## src/rtl/dram_sched_pkg.sv

```systemverilog
`timescale 1ns/1ps
package dram_sched_pkg;
  typedef enum logic [1:0] {
    POL_OLDEST = 2'd0,
    POL_HIT_AGE = 2'd1,
    POL_HIT_FAIR = 2'd2,
    POL_HIT_REM = 2'd3
  } policy_e;

  function automatic int max_int(input int a, input int b);
    return (a > b) ? a : b;
  endfunction
endpackage

```

## src/rtl/dram_sched_queue.sv

```systemverilog
`timescale 1ns/1ps
module dram_sched_queue #(
  parameter int QDEPTH = 16,
  parameter int BANK_W = 3,
  parameter int ROW_W  = 14,
  parameter int WARP_W = 3,
  parameter int REM_W  = 12,
  parameter int AGE_W  = 8,
  localparam int IDX_W = $clog2(QDEPTH)
) (
  input  logic                           clk_i,
  input  logic                           rst_ni,
  input  logic                           enq_i,
  input  logic [BANK_W-1:0]              enq_bank_i,
  input  logic [ROW_W-1:0]               enq_row_i,
  input  logic [WARP_W-1:0]              enq_warp_i,
  input  logic [REM_W-1:0]               enq_rem_i,
  input  logic                           deq_i,
  input  logic [IDX_W-1:0]               deq_idx_i,
  output logic                           ready_o,
  output logic [QDEPTH-1:0]              vld_o,
  output logic [QDEPTH-1:0][BANK_W-1:0]  bank_o,
  output logic [QDEPTH-1:0][ROW_W-1:0]   row_o,
  output logic [QDEPTH-1:0][WARP_W-1:0]  warp_o,
  output logic [QDEPTH-1:0][REM_W-1:0]   rem_o,
  output logic [QDEPTH-1:0][AGE_W-1:0]   age_o
);
  logic [IDX_W-1:0] free_idx;
  logic             found;

  always_comb begin
    free_idx = '0;
    found    = 1'b0;
    for (int i = 0; i < QDEPTH; i++) begin
      if (!vld_o[i] && !found) begin
        free_idx = IDX_W'(i);
        found    = 1'b1;
      end
    end
  end

  assign ready_o = found;

  for (genvar g = 0; g < QDEPTH; g++) begin : g_slot
    always_ff @(posedge clk_i or negedge rst_ni) begin
      if (!rst_ni) begin
        vld_o[g]  <= 1'b0;
        bank_o[g] <= '0;
        row_o[g]  <= '0;
        warp_o[g] <= '0;
        rem_o[g]  <= '0;
        age_o[g]  <= '0;
      end else if (deq_i && deq_idx_i == IDX_W'(g)) begin
        vld_o[g] <= 1'b0;
      end else if (vld_o[g]) begin
        if (age_o[g] != {AGE_W{1'b1}}) age_o[g] <= age_o[g] + 1'b1;
      end else if (enq_i && free_idx == IDX_W'(g)) begin
        vld_o[g]  <= 1'b1;
        bank_o[g] <= enq_bank_i;
        row_o[g]  <= enq_row_i;
        warp_o[g] <= enq_warp_i;
        rem_o[g]  <= enq_rem_i;
        age_o[g]  <= '0;
      end
    end
  end
endmodule

```

## src/rtl/dram_open_rows.sv

```systemverilog
`timescale 1ns/1ps
module dram_open_rows #(
  parameter int NUM_BANKS = 8,
  parameter int ROW_W     = 14,
  localparam int BANK_W   = $clog2(NUM_BANKS)
) (
  input  logic                             clk_i,
  input  logic                             rst_ni,
  input  logic                             upd_i,
  input  logic [BANK_W-1:0]                upd_bank_i,
  input  logic [ROW_W-1:0]                 upd_row_i,
  output logic [NUM_BANKS-1:0]             open_vld_o,
  output logic [NUM_BANKS-1:0][ROW_W-1:0]  open_row_o
);
  for (genvar b = 0; b < NUM_BANKS; b++) begin : g_bank
    always_ff @(posedge clk_i or negedge rst_ni) begin
      if (!rst_ni) begin
        open_vld_o[b] <= 1'b0;
        open_row_o[b] <= '0;
      end else if (upd_i && upd_bank_i == BANK_W'(b)) begin
        open_vld_o[b] <= 1'b1;
        open_row_o[b] <= upd_row_i;
      end
    end
  end
endmodule

```

## src/rtl/dram_warp_served.sv

```systemverilog
`timescale 1ns/1ps
module dram_warp_served #(
  parameter int WARP_W   = 3,
  parameter int SERV_W   = 8,
  localparam int NUM_WARPS = 1 << WARP_W
) (
  input  logic                              clk_i,
  input  logic                              rst_ni,
  input  logic                              inc_i,
  input  logic [WARP_W-1:0]                 inc_warp_i,
  output logic [NUM_WARPS-1:0][SERV_W-1:0]  cnt_o
);
  for (genvar w = 0; w < NUM_WARPS; w++) begin : g_warp
    always_ff @(posedge clk_i or negedge rst_ni) begin
      if (!rst_ni) begin
        cnt_o[w] <= '0;
      end else if (inc_i && inc_warp_i == WARP_W'(w) && cnt_o[w] != {SERV_W{1'b1}}) begin
        cnt_o[w] <= cnt_o[w] + 1'b1;
      end
    end
  end
endmodule

```

## src/rtl/dram_sched_pick.sv

```systemverilog
`timescale 1ns/1ps
module dram_sched_pick
  import dram_sched_pkg::*;
#(
  parameter int QDEPTH    = 16,
  parameter int NUM_BANKS = 8,
  parameter int ROW_W     = 14,
  parameter int WARP_W    = 3,
  parameter int REM_W     = 12,
  parameter int AGE_W     = 8,
  parameter int SERV_W    = 8,
  localparam int IDX_W     = $clog2(QDEPTH),
  localparam int BANK_W    = $clog2(NUM_BANKS),
  localparam int NUM_WARPS = 1 << WARP_W,
  localparam int SEC_W     = max_int(REM_W, SERV_W),
  localparam int KEY_W     = 1 + SEC_W + AGE_W + IDX_W
) (
  input  policy_e                           policy_i,
  input  logic [NUM_BANKS-1:0]              bank_busy_i,
  input  logic [QDEPTH-1:0]                 vld_i,
  input  logic [QDEPTH-1:0][BANK_W-1:0]     bank_i,
  input  logic [QDEPTH-1:0][ROW_W-1:0]      row_i,
  input  logic [QDEPTH-1:0][WARP_W-1:0]     warp_i,
  input  logic [QDEPTH-1:0][REM_W-1:0]      rem_i,
  input  logic [QDEPTH-1:0][AGE_W-1:0]      age_i,
  input  logic [NUM_BANKS-1:0]              open_vld_i,
  input  logic [NUM_BANKS-1:0][ROW_W-1:0]   open_row_i,
  input  logic [NUM_WARPS-1:0][SERV_W-1:0]  served_i,
  output logic                              pick_vld_o,
  output logic [IDX_W-1:0]                  pick_idx_o,
  output logic                              pick_hit_o
);
  logic [QDEPTH-1:0]            elig;
  logic [QDEPTH-1:0]            hit;
  logic [QDEPTH-1:0][KEY_W-1:0] key;

  for (genvar g = 0; g < QDEPTH; g++) begin : g_key
    logic [SEC_W-1:0] sec;
    logic             hit_rank;
    assign elig[g] = vld_i[g] && !bank_busy_i[bank_i[g]];
    assign hit[g]  = open_vld_i[bank_i[g]] && (open_row_i[bank_i[g]] == row_i[g]);
    assign hit_rank = (policy_i != POL_OLDEST) && hit[g];
    always_comb begin
      unique case (policy_i)
        POL_HIT_FAIR: sec = SEC_W'(~served_i[warp_i[g]]);  // fewer served ranks higher
        POL_HIT_REM:  sec = SEC_W'(rem_i[g]);
        default:      sec = '0;
      endcase
    end
    // lower slot ranks higher on equal age
    assign key[g] = {hit_rank, sec, age_i[g], IDX_W'(QDEPTH - 1 - g)};
  end

  always_comb begin
    logic [KEY_W-1:0] best;
    best       = '0;
    pick_vld_o = 1'b0;
    pick_idx_o = '0;
    for (int i = 0; i < QDEPTH; i++) begin
      if (elig[i] && (!pick_vld_o || key[i] > best)) begin
        best       = key[i];
        pick_vld_o = 1'b1;
        pick_idx_o = IDX_W'(i);
      end
    end
    pick_hit_o = pick_vld_o && hit[pick_idx_o];
  end
endmodule

```

## src/rtl/dram_req_sched.sv

```systemverilog
`timescale 1ns/1ps
module dram_req_sched
  import dram_sched_pkg::*;
#(
  parameter int NUM_BANKS = 8,
  parameter int QDEPTH    = 16,
  parameter int ROW_W     = 14,
  parameter int WARP_W    = 3,
  parameter int REM_W     = 12,
  parameter int AGE_W     = 8,
  parameter int SERV_W    = 8,
  localparam int BANK_W    = $clog2(NUM_BANKS),
  localparam int IDX_W     = $clog2(QDEPTH),
  localparam int NUM_WARPS = 1 << WARP_W
) (
  input  logic                 clk_i,
  input  logic                 rst_ni,
  input  logic [1:0]           policy_i,
  input  logic [NUM_BANKS-1:0] bank_busy_i,
  input  logic                 enq_valid_i,
  output logic                 enq_ready_o,
  input  logic [BANK_W-1:0]    enq_bank_i,
  input  logic [ROW_W-1:0]     enq_row_i,
  input  logic [WARP_W-1:0]    enq_warp_i,
  input  logic [REM_W-1:0]     enq_rem_i,
  output logic                 iss_valid_o,
  output logic [BANK_W-1:0]    iss_bank_o,
  output logic [ROW_W-1:0]     iss_row_o,
  output logic [WARP_W-1:0]    iss_warp_o,
  output logic [REM_W-1:0]     iss_rem_o,
  output logic                 iss_hit_o
);
  logic [QDEPTH-1:0]                vld;
  logic [QDEPTH-1:0][BANK_W-1:0]    q_bank;
  logic [QDEPTH-1:0][ROW_W-1:0]     q_row;
  logic [QDEPTH-1:0][WARP_W-1:0]    q_warp;
  logic [QDEPTH-1:0][REM_W-1:0]     q_rem;
  logic [QDEPTH-1:0][AGE_W-1:0]     q_age;
  logic [NUM_BANKS-1:0]             open_vld;
  logic [NUM_BANKS-1:0][ROW_W-1:0]  open_row;
  logic [NUM_WARPS-1:0][SERV_W-1:0] served;
  logic [IDX_W-1:0]                 pick_idx;
  logic                             enq_fire;

  assign enq_fire = enq_valid_i && enq_ready_o;

  dram_sched_queue #(
    .QDEPTH(QDEPTH), .BANK_W(BANK_W), .ROW_W(ROW_W),
    .WARP_W(WARP_W), .REM_W(REM_W), .AGE_W(AGE_W)
  ) u_queue (
    .clk_i(clk_i), .rst_ni(rst_ni),
    .enq_i(enq_fire), .enq_bank_i(enq_bank_i), .enq_row_i(enq_row_i),
    .enq_warp_i(enq_warp_i), .enq_rem_i(enq_rem_i),
    .deq_i(iss_valid_o), .deq_idx_i(pick_idx),
    .ready_o(enq_ready_o), .vld_o(vld), .bank_o(q_bank), .row_o(q_row),
    .warp_o(q_warp), .rem_o(q_rem), .age_o(q_age)
  );

  dram_open_rows #(.NUM_BANKS(NUM_BANKS), .ROW_W(ROW_W)) u_rows (
    .clk_i(clk_i), .rst_ni(rst_ni),
    .upd_i(iss_valid_o), .upd_bank_i(iss_bank_o), .upd_row_i(iss_row_o),
    .open_vld_o(open_vld), .open_row_o(open_row)
  );

  dram_warp_served #(.WARP_W(WARP_W), .SERV_W(SERV_W)) u_served (
    .clk_i(clk_i), .rst_ni(rst_ni),
    .inc_i(iss_valid_o), .inc_warp_i(iss_warp_o), .cnt_o(served)
  );

  dram_sched_pick #(
    .QDEPTH(QDEPTH), .NUM_BANKS(NUM_BANKS), .ROW_W(ROW_W), .WARP_W(WARP_W),
    .REM_W(REM_W), .AGE_W(AGE_W), .SERV_W(SERV_W)
  ) u_pick (
    .policy_i(policy_e'(policy_i)), .bank_busy_i(bank_busy_i),
    .vld_i(vld), .bank_i(q_bank), .row_i(q_row), .warp_i(q_warp),
    .rem_i(q_rem), .age_i(q_age), .open_vld_i(open_vld), .open_row_i(open_row),
    .served_i(served), .pick_vld_o(iss_valid_o), .pick_idx_o(pick_idx),
    .pick_hit_o(iss_hit_o)
  );

  assign iss_bank_o = q_bank[pick_idx];
  assign iss_row_o  = q_row[pick_idx];
  assign iss_warp_o = q_warp[pick_idx];
  assign iss_rem_o  = q_rem[pick_idx];
endmodule

```

## config.mk

```make
export PLATFORM = sky130hd
export DESIGN_NAME = dram_req_sched
export DESIGN_NICKNAME = d
export VERILOG_FILES = /design/src/rtl/dram_sched_pkg.sv /design/src/rtl/dram_sched_queue.sv /design/src/rtl/dram_open_rows.sv /design/src/rtl/dram_warp_served.sv /design/src/rtl/dram_sched_pick.sv /design/src/rtl/dram_req_sched.sv
export SDC_FILE = /design/constraint.sdc
export NUM_CORES = 2
export LEC_CHECK = 0
export BUFFER_PORTS_ARGS = -buffer_cell sky130_fd_sc_hd__buf_4
export CORE_UTILIZATION = 55
export DETAILED_ROUTE_END_ITERATION = 12
export GPL_TIMING_DRIVEN = 0
export PLACE_DENSITY = 0.71
export SLEW_MARGIN = 20
export SYNTH_ARGS = -nofsm -noshare
export SYNTH_HDL_FRONTEND = slang
export SYNTH_SLANG_ARGS = --single-unit
export TNS_END_PERCENT = 50
```

## constraint.sdc

```tcl
create_clock -name clk_i -period 136.2 [get_ports clk_i]
set_input_delay 27.24 -clock clk_i [delete_from_list [all_inputs] [get_ports clk_i]]
set_output_delay 27.24 -clock clk_i [all_outputs]
set_load 0.005 [all_outputs]
```

Word-level counts from Yosys, hierarchy flattened
Index checks and enable logic that the tools add are counted.
{"block": "op_classes", "n_bitwise": 48, "mux": 327, "n_reduce_logical": 264, "addsub": 24, "order_cmp": 48, "n_eq_ne": 102}
{"op": "$bmux W14 S3", "count": 16}
{"op": "$mux W8", "count": 64}
{"op": "$bmux W8 S3", "count": 16}
{"op": "$pmux W12 S2", "count": 16}
{"op": "$gt A25 B25 Y1", "count": 15}
{"op": "$mux W25", "count": 15}
{"op": "$mux W14", "count": 17}
{"op": "$eq A14 B14 Y1", "count": 16}
{"op": "$add A8 B1 Y8 const B", "count": 24}
{"op": "$ne A8 B8 Y1 const B", "count": 24}
{"op": "$not A8 Y12", "count": 16}
{"op": "$logic_and A1 B1 Y1", "count": 136}
{"op": "$lt A3 B4 Y1 const B", "count": 32}
{"op": "$mux W1", "count": 115}
{"op": "$bmux W1 S3", "count": 32}
{"op": "$reduce_and A3 Y1", "count": 32}
{"op": "$mux W4", "count": 22}
{"op": "$eq A4 B4 Y1 const B", "count": 16}
{"op": "$logic_not A1 Y1", "count": 60}
{"op": "$bmux W14 S4", "count": 1}
{"op": "$bmux W12 S4", "count": 1}
{"op": "$reduce_bool A2 Y1", "count": 17}
{"op": "$eq A4 B3 Y1 const B", "count": 8}
{"op": "$ne A2 B2 Y1 const B", "count": 16}
{"op": "16 further kinds", "count": 86}
{"block": "totals", "out_inout_bits": 35, "inputBits": 45, "elab_cells": 933, "ff_bits": 840}

Logic depth before layout (Yosys ltp)
{"block": "logic_depth", "word_depth": 71, "depth_mapped": 213, "depth_no_buf": 183}

Modules after synthesis
From an unflattened synthesis, not the netlist that was laid out.
{"block": "unflattened", "cells_unflattened": 7001, "hier_area_um2": 78422.7}
{"module": "dram_sched_pick", "seq_area_each_um2": 0.0, "cells_per_inst": 4080, "area_each_um2": 39470.4, "instances": 1}
{"module": "dram_sched_queue", "seq_area_each_um2": 16415.7, "cells_per_inst": 2084, "area_each_um2": 27306.2, "instances": 1}
{"module": "dram_open_rows", "seq_area_each_um2": 3002.9, "cells_per_inst": 263, "area_each_um2": 4657.0, "instances": 1}
{"module": "dram_req_sched", "seq_area_each_um2": 0.0, "cells_per_inst": 272, "area_each_um2": 3717.3, "instances": 1}
{"module": "dram_warp_served", "seq_area_each_um2": 1601.5, "cells_per_inst": 302, "area_each_um2": 3271.9, "instances": 1}

Worst setup path before layout
Ideal clock, no wire load.
{"block": "synth_timing", "kind": "in2out", "from": "in bank_busy_i[5]", "to": "out iss_row_o[10]", "t_required_ps": 108960, "path_stages": 186, "t_arrival_ps": 66653, "setup_slack_ps": 42307, "path_cell_list": "mux4_2 mux2i_2 and2_1 clkbuf_1 nand2_1 nor2_1 inv_1 ha_1 nand4_1 or4_1 o211a_1 a21oi_1 clkbuf_1 clkbuf_1 mux2i_1 ha_1 a21o_1 a21oi_1 [... 150 more ...] nand2b_1 a21oi_1 nor2b_1 o21ai_0 nand2b_1 a21oi_1 o41ai_1 a31oi_1 nor3_1 nor4_1 nand2_1 a211oi_2 buf_2 buf_4 buf_2 nand2_1 clkbuf_1 o221ai_1"}
{"block": "synth_between", "elab_chain_len": 67, "elab_cells_between_ends": 171}
{"element": "start: declaration", "line_no": "dram_req_sched.sv:19", "text": "input logic [NUM_BANKS-1:0] bank_busy_i,"}
{"element": "$bmux W1 S3", "line_no": "dram_sched_pick.sv:40", "text": "assign elig[g] = vld_i[g] && !bank_busy_i[bank_i[g]];"}
{"element": "$mux W1 (implied by the code)", "line_no": "dram_sched_pick.sv:40"}
{"element": "$logic_not A1 Y1", "line_no": "dram_sched_pick.sv:40"}
{"element": "$logic_and A1 B1 Y1", "line_no": "dram_sched_pick.sv:40"}
{"element": "$mux W25 / $mux W1 (equally long branches)", "line_no": "dram_sched_pick.sv:60", "text": "if (elig[i] && (!pick_vld_o || key[i] > best)) begin"}
{"element": "$gt A25 B25 Y1 / $logic_not A1 Y1 (equally long branches)", "line_no": "dram_sched_pick.sv:60"}
{"element": "$logic_or A1 B1 Y1", "line_no": "dram_sched_pick.sv:60"}
{"element": "$logic_and A1 B1 Y1", "line_no": "dram_sched_pick.sv:60"}
{"element": "[... 51 more ...]"}
{"element": "$logic_and A1 B1 Y1", "line_no": "dram_sched_pick.sv:60"}
{"element": "$mux W25 / $mux W1 (equally long branches)", "line_no": "dram_sched_pick.sv:60"}
{"element": "$gt A25 B25 Y1 / $logic_not A1 Y1 (equally long branches)", "line_no": "dram_sched_pick.sv:60"}
{"element": "$logic_or A1 B1 Y1", "line_no": "dram_sched_pick.sv:60"}
{"element": "$logic_and A1 B1 Y1", "line_no": "dram_sched_pick.sv:60"}
{"element": "$mux W4 *", "line_no": "dram_sched_pick.sv:60"}
{"element": "$bmux W14 S4 *", "line_no": "dram_req_sched.sv:82", "text": "assign iss_row_o = q_row[pick_idx];"}
{"element": "$mux W14 (implied by the code) *", "line_no": "dram_req_sched.sv:82"}
{"element": "end: declaration", "line_no": "dram_req_sched.sv:28", "text": "output logic [ROW_W-1:0] iss_row_o,"}
Mark *: on every way between the ends. The rest lies on a longest branch, timed or not. The select of a mux whose other input is x is not followed.

Worst setup path in the final report
{"block": "layout_timing", "from": "in policy_i[0]", "to": "out iss_row_o[7]"}
{"block": "layout_between", "elab_chain_len": 65, "elab_cells_between_ends": 140}
{"element": "start: declaration", "line_no": "dram_req_sched.sv:18", "text": "input logic [1:0] policy_i,"}
{"element": "$eq A2 B2 Y1 / $reduce_bool A2 Y1 (equally long branches)", "line_no": "dram_sched_pick.sv:44, dram_sched_pick.sv:42"}
{"element": "$pmux W12 S2 / $logic_and A1 B1 Y1 (equally long branches)", "line_no": "dram_sched_pick.sv:44, dram_sched_pick.sv:42"}
{"element": "$mux W25", "line_no": "dram_sched_pick.sv:60"}
{"element": "$gt A25 B25 Y1", "line_no": "dram_sched_pick.sv:60"}
{"element": "$logic_or A1 B1 Y1", "line_no": "dram_sched_pick.sv:60"}
{"element": "$logic_and A1 B1 Y1", "line_no": "dram_sched_pick.sv:60"}
{"element": "$mux W25 / $mux W1 (equally long branches)", "line_no": "dram_sched_pick.sv:60"}
{"element": "$gt A25 B25 Y1 / $logic_not A1 Y1 (equally long branches)", "line_no": "dram_sched_pick.sv:60"}
{"element": "[... 49 more ...]"}
{"element": "$logic_and A1 B1 Y1", "line_no": "dram_sched_pick.sv:60"}
{"element": "$mux W25 / $mux W1 (equally long branches)", "line_no": "dram_sched_pick.sv:60"}
{"element": "$gt A25 B25 Y1 / $logic_not A1 Y1 (equally long branches)", "line_no": "dram_sched_pick.sv:60"}
{"element": "$logic_or A1 B1 Y1", "line_no": "dram_sched_pick.sv:60"}
{"element": "$logic_and A1 B1 Y1", "line_no": "dram_sched_pick.sv:60"}
{"element": "$mux W4 *", "line_no": "dram_sched_pick.sv:60"}
{"element": "$bmux W14 S4 *", "line_no": "dram_req_sched.sv:82"}
{"element": "$mux W14 (implied by the code) *", "line_no": "dram_req_sched.sv:82"}
Marks and branches as above.

==> flow_summary_export.csv <==
group,metric,value,unit
placed_design,io_buffer_count,78,
power,p_switching,1.035,mW
synthesis,syn_area,0.07727,mm2
sta,fin_tns_setup,0,ps
synthesis,ys.flop_type,"dfrtp_1",
floorplan,fp.dieH,376.8,um
sta,worstMarginPinSlew,1264,ps
floorplan,initial_utilization,0.5544,
placed_design,place_ws,28940,ps
clock_network,numCtsBuffers,101,
clock_network,clk_pin_slew,50,ps
final_layout,drive_gt1_frac,0.2506,
grt,grt_pass1_vias,66579,
clock_network,htree_levels,3,
floorplan,io_pins,80,
critical_path,end_kind,"output port",
critical_path,crit_fanout,10,
grt,grt_first_pass_wirelength,478100,um
sta,whs,532.8,ps
route,post_drt_wl_per_cell,36.08,um
sta,fin_crit_sh,0.7993,
final_layout,area_growth,8.799,%
critical_path,crit_path_frequent_cell,"clkbuf_1",
synthesis,syn_inst,7206,
route,first_pass_iters,12,
critical_path,worstRegToRegCells,191,
critical_path,slowest_delay,1050,ps
critical_path,startpoint,"policy_i[0]",
clock_network,clkLatencyLatePin,780,ps
floorplan,die_area,0.1420,mm2
power,clockPowerShare,0.146,
sta,max_freq,0.009186,GHz
sta,setup_viol,0,
power,power.density,23.92,mW/mm2
placed_design,place.gp.congestion,1.080,
clock_network,cts_sinks,840,
final_layout,n_fill_cell,11601,
critical_path,r2r_setup_slack,79920,ps
route,drtIter0Drc,10362,
placed_design,dp_hpwl,262400,um
grt,grt_max_degree,141,
critical_path,cp.arrival,81620,ps
sta,fin_ws,27340,ps
synthesis,synth_seq_cells,840,
critical_path,worstSetupStartpointType,"input pin",
sta,hold_viol,0,
power,swShare,0.5147,
critical_path,worstSetupPathType,"input pin to output port",
synthesis,synth-compound-area-share,0.09466,
synthesis,synth_edf_count,0,
power,power.internal,0.9758,mW
clock_network,post_cts.repair.setup_buffers,0,
clock_network,clockBufferDepth,3,
floorplan,die_w,376.8,um
critical_path,crit_end,"iss_row_o[7]",
synthesis,synthMuxAreaShare,0.3803,
grt,antenna_found_initial,13,
synthesis,yosys.area_share.xor_xnor,0.04330,
route,vias_per_cell,7.351,
grt,grtUsageTotal,0.4730,
sta,slew_headroom,0.1498,
critical_path,crit_required,108960,ps
sta,slew_violations,0,
synthesis,synth-async-reset-ratio,1.000,
clock_network,postCtsHoldBufs,0,
power,p_comb_frac,0.657,
critical_path,slowest_stage,"o221ai_1",
synthesis,avgSynthCellArea,10.72,um2
synthesis,synthSimpleGateAreaFrac,0.1049,
route,drc_errors,0,
route,via_count,68825,
sta,rsz0062_at_grt,"false",
floorplan,rows,137,
clock_network,cts_resized,0,
power,sequentialPowerShare,0.196,
hold_path,hold_class,"flop to flop",
critical_path,r2r_end,"u_rows.open_row_o[77]",
route,drt-total-wl,337800,um
clock_network,tritoncts,"yes",
flow_run,cap_violations,0,
clock_network,root_buffer,"clkbuf_16",
sta,skew,45.74,ps
synthesis,syn-num-nets,7582,
synthesis,synth_cell_types,99,
critical_path,regToRegStartpoint,"u_queue.bank_o[0]",
synthesis,yosysSeqAreaShare,0.2720,
synthesis,synthAdderAreaFrac,0.05360,
synthesis,synth_top_family_by_area,"multiplexers",
floorplan,fp.coreArea,0.1394,mm2
route,antenna_left,0,
sta,layout_min_cycle_time,108860,ps
synthesis,ys_warn_count,0,
final_layout,nNetsFinal,7774,
power,leakage,33.17,nW
outcome,outcome,"finished, final reports clean",
power,vdd_drop_max,0.00003048,V
grt,grt-ovfl-total,0,
## layer usage
layer,track usage,share of wire,wire length (um)
met5,0,0.00044,149
met4,0.4152,0.11,37130
met3,0.1418,0.12,40510
met2,0.7142,0.44,147700
met1,0.5472,0.33,112300
## kinds of logic (layout without fill, tap and decap cells)
group                    after synthesis  count (layout)
AO/OA/AOI/OAI                       1058            1058
AND/OR/NAND/NOR                     1677            1677
XOR/XNOR                             382             382
adder cells (fa/ha/maj)              331             331
buffers and inverters               1039            1311
other                                  0               9
multiplexers                        1879            1879
flip-flops                           840             840
## stage by stage
stage / std cells / util / area, um2 / power (mW)
floorplan: 7206 / - / 77270 / 1.149
global placement: 9160 / 0.5755 / 80200 / 1.613
detailed placement: 9169 / 0.5777 / 80510 / 1.638
CTS: 9352 / 0.6026 / 83980 / 1.934
global route: 9354 / 0.6031 / 84040 / 2.054
finish: 9363 / 0.6032 / 84070 / 2.011
## critical path: cells and delay by family
kind / cells / cell delay (ps)
compound gates: 71 / 20020
fa+ha+maj: 15 / 4690
buf+inv: 44 / 17500
mux: 9 / 3380
simple gates: 48 / 8570
## synth_stat cells (62+ instances only)
cell / instances / area, um2
mux4_2: 768 / 17300
a211oi_1: 102 / 765.7
inv_1: 264 / 991.0
clkbuf_1: 588 / 2207
a21o_1: 62 / 465.5
nand4_1: 137 / 857.1
mux2i_1: 338 / 3383
a21oi_1: 242 / 1211
ha_1: 331 / 4141
dfrtp_1: 840 / 21020
a222oi_1: 104 / 1041
buf_1: 149 / 559.3
nor2_1: 293 / 1100
xnor2_1: 265 / 2321
nor2b_1: 181 / 1132
mux2_2: 727 / 8187
o21ai_0: 226 / 1131
nand2_1: 618 / 2320
o21a_1: 85 / 638.1
xor2_1: 117 / 1025
nand3_1: 150 / 750.7
## worst min path at each step
stage	startpoint	end	slack, ps	cells after the start
after global placement	u_queue.rem_o[69]	u_queue.rem_o[69]	510	1
after detailed placement	u_queue.rem_o[55]	u_queue.rem_o[55]	520	1
after floorplan	u_queue.age_o[121]	u_queue.age_o[121]	490	2
after CTS	u_queue.rem_o[55]	u_queue.rem_o[55]	530	1
after global routing	u_queue.rem_o[18]	u_queue.rem_o[18]	550	1
final	u_queue.rem_o[55]	u_queue.rem_o[55]	530	1
## registers in the layout, summed over array words and instances (netlist names)
| name | cells |
|---|---|
| u_queue.warp_o | 48 |
| u_queue.vld_o | 16 |
| u_rows.open_vld_o | 8 |
| u_queue.row_o | 224 |
| u_queue.rem_o | 192 |
| u_served.cnt_o | 64 |
| u_rows.open_row_o | 112 |
| u_queue.bank_o | 48 |
| u_queue.age_o | 128 |
## area by class of cell
class                           count  area, um2  share of cell area
Antenna cell                        9      22.52           0.0002679
Buffer                            770       2972             0.03535
Clock buffer                      130       2746             0.03267
Clock inverter                     53      730.7            0.008692
Inverter                          269       1010             0.01201
Multi-Input combinational cell   5327      52390              0.6231
Sequential cell                   840      21020              0.2500
Tap cell                         1876       2347             0.02792
Timing Repair Buffer               89      833.3            0.009912
## power by group through the flow
stage | Combinational (mW) | Clock [mW] | Sequential [mW]
floorplan | 0.801 | 0 | 0.348
global placement | 1.22 | 0 | 0.389
detailed placement | 1.25 | 0 | 0.392
CTS | 1.25 | 0.294 | 0.387
global route | 1.36 | 0.303 | 0.395
finish | 1.32 | 0.294 | 0.395
## cell usage in the layout, fill, tap and decap left out, drive strengths merged, types with 104 or more instances in the layout
cell type | Yosys | final
o21ai | 228 | 228
a222oi | 104 | 104
a211oi | 104 | 104
buf | 182 | 264
nor2 | 293 | 293
xor2 | 117 | 117
dfrtp | 840 | 840
mux2 | 772 | 772
mux4 | 768 | 768
xnor2 | 265 | 265
nor2b | 181 | 181
clkbuf | 588 | 725
ha | 331 | 331
a21oi | 244 | 244
mux2i | 339 | 339
inv | 267 | 271
nand2 | 618 | 618
nand4 | 137 | 137
nand3 | 150 | 150
Power figures use the tool's default switching activity.
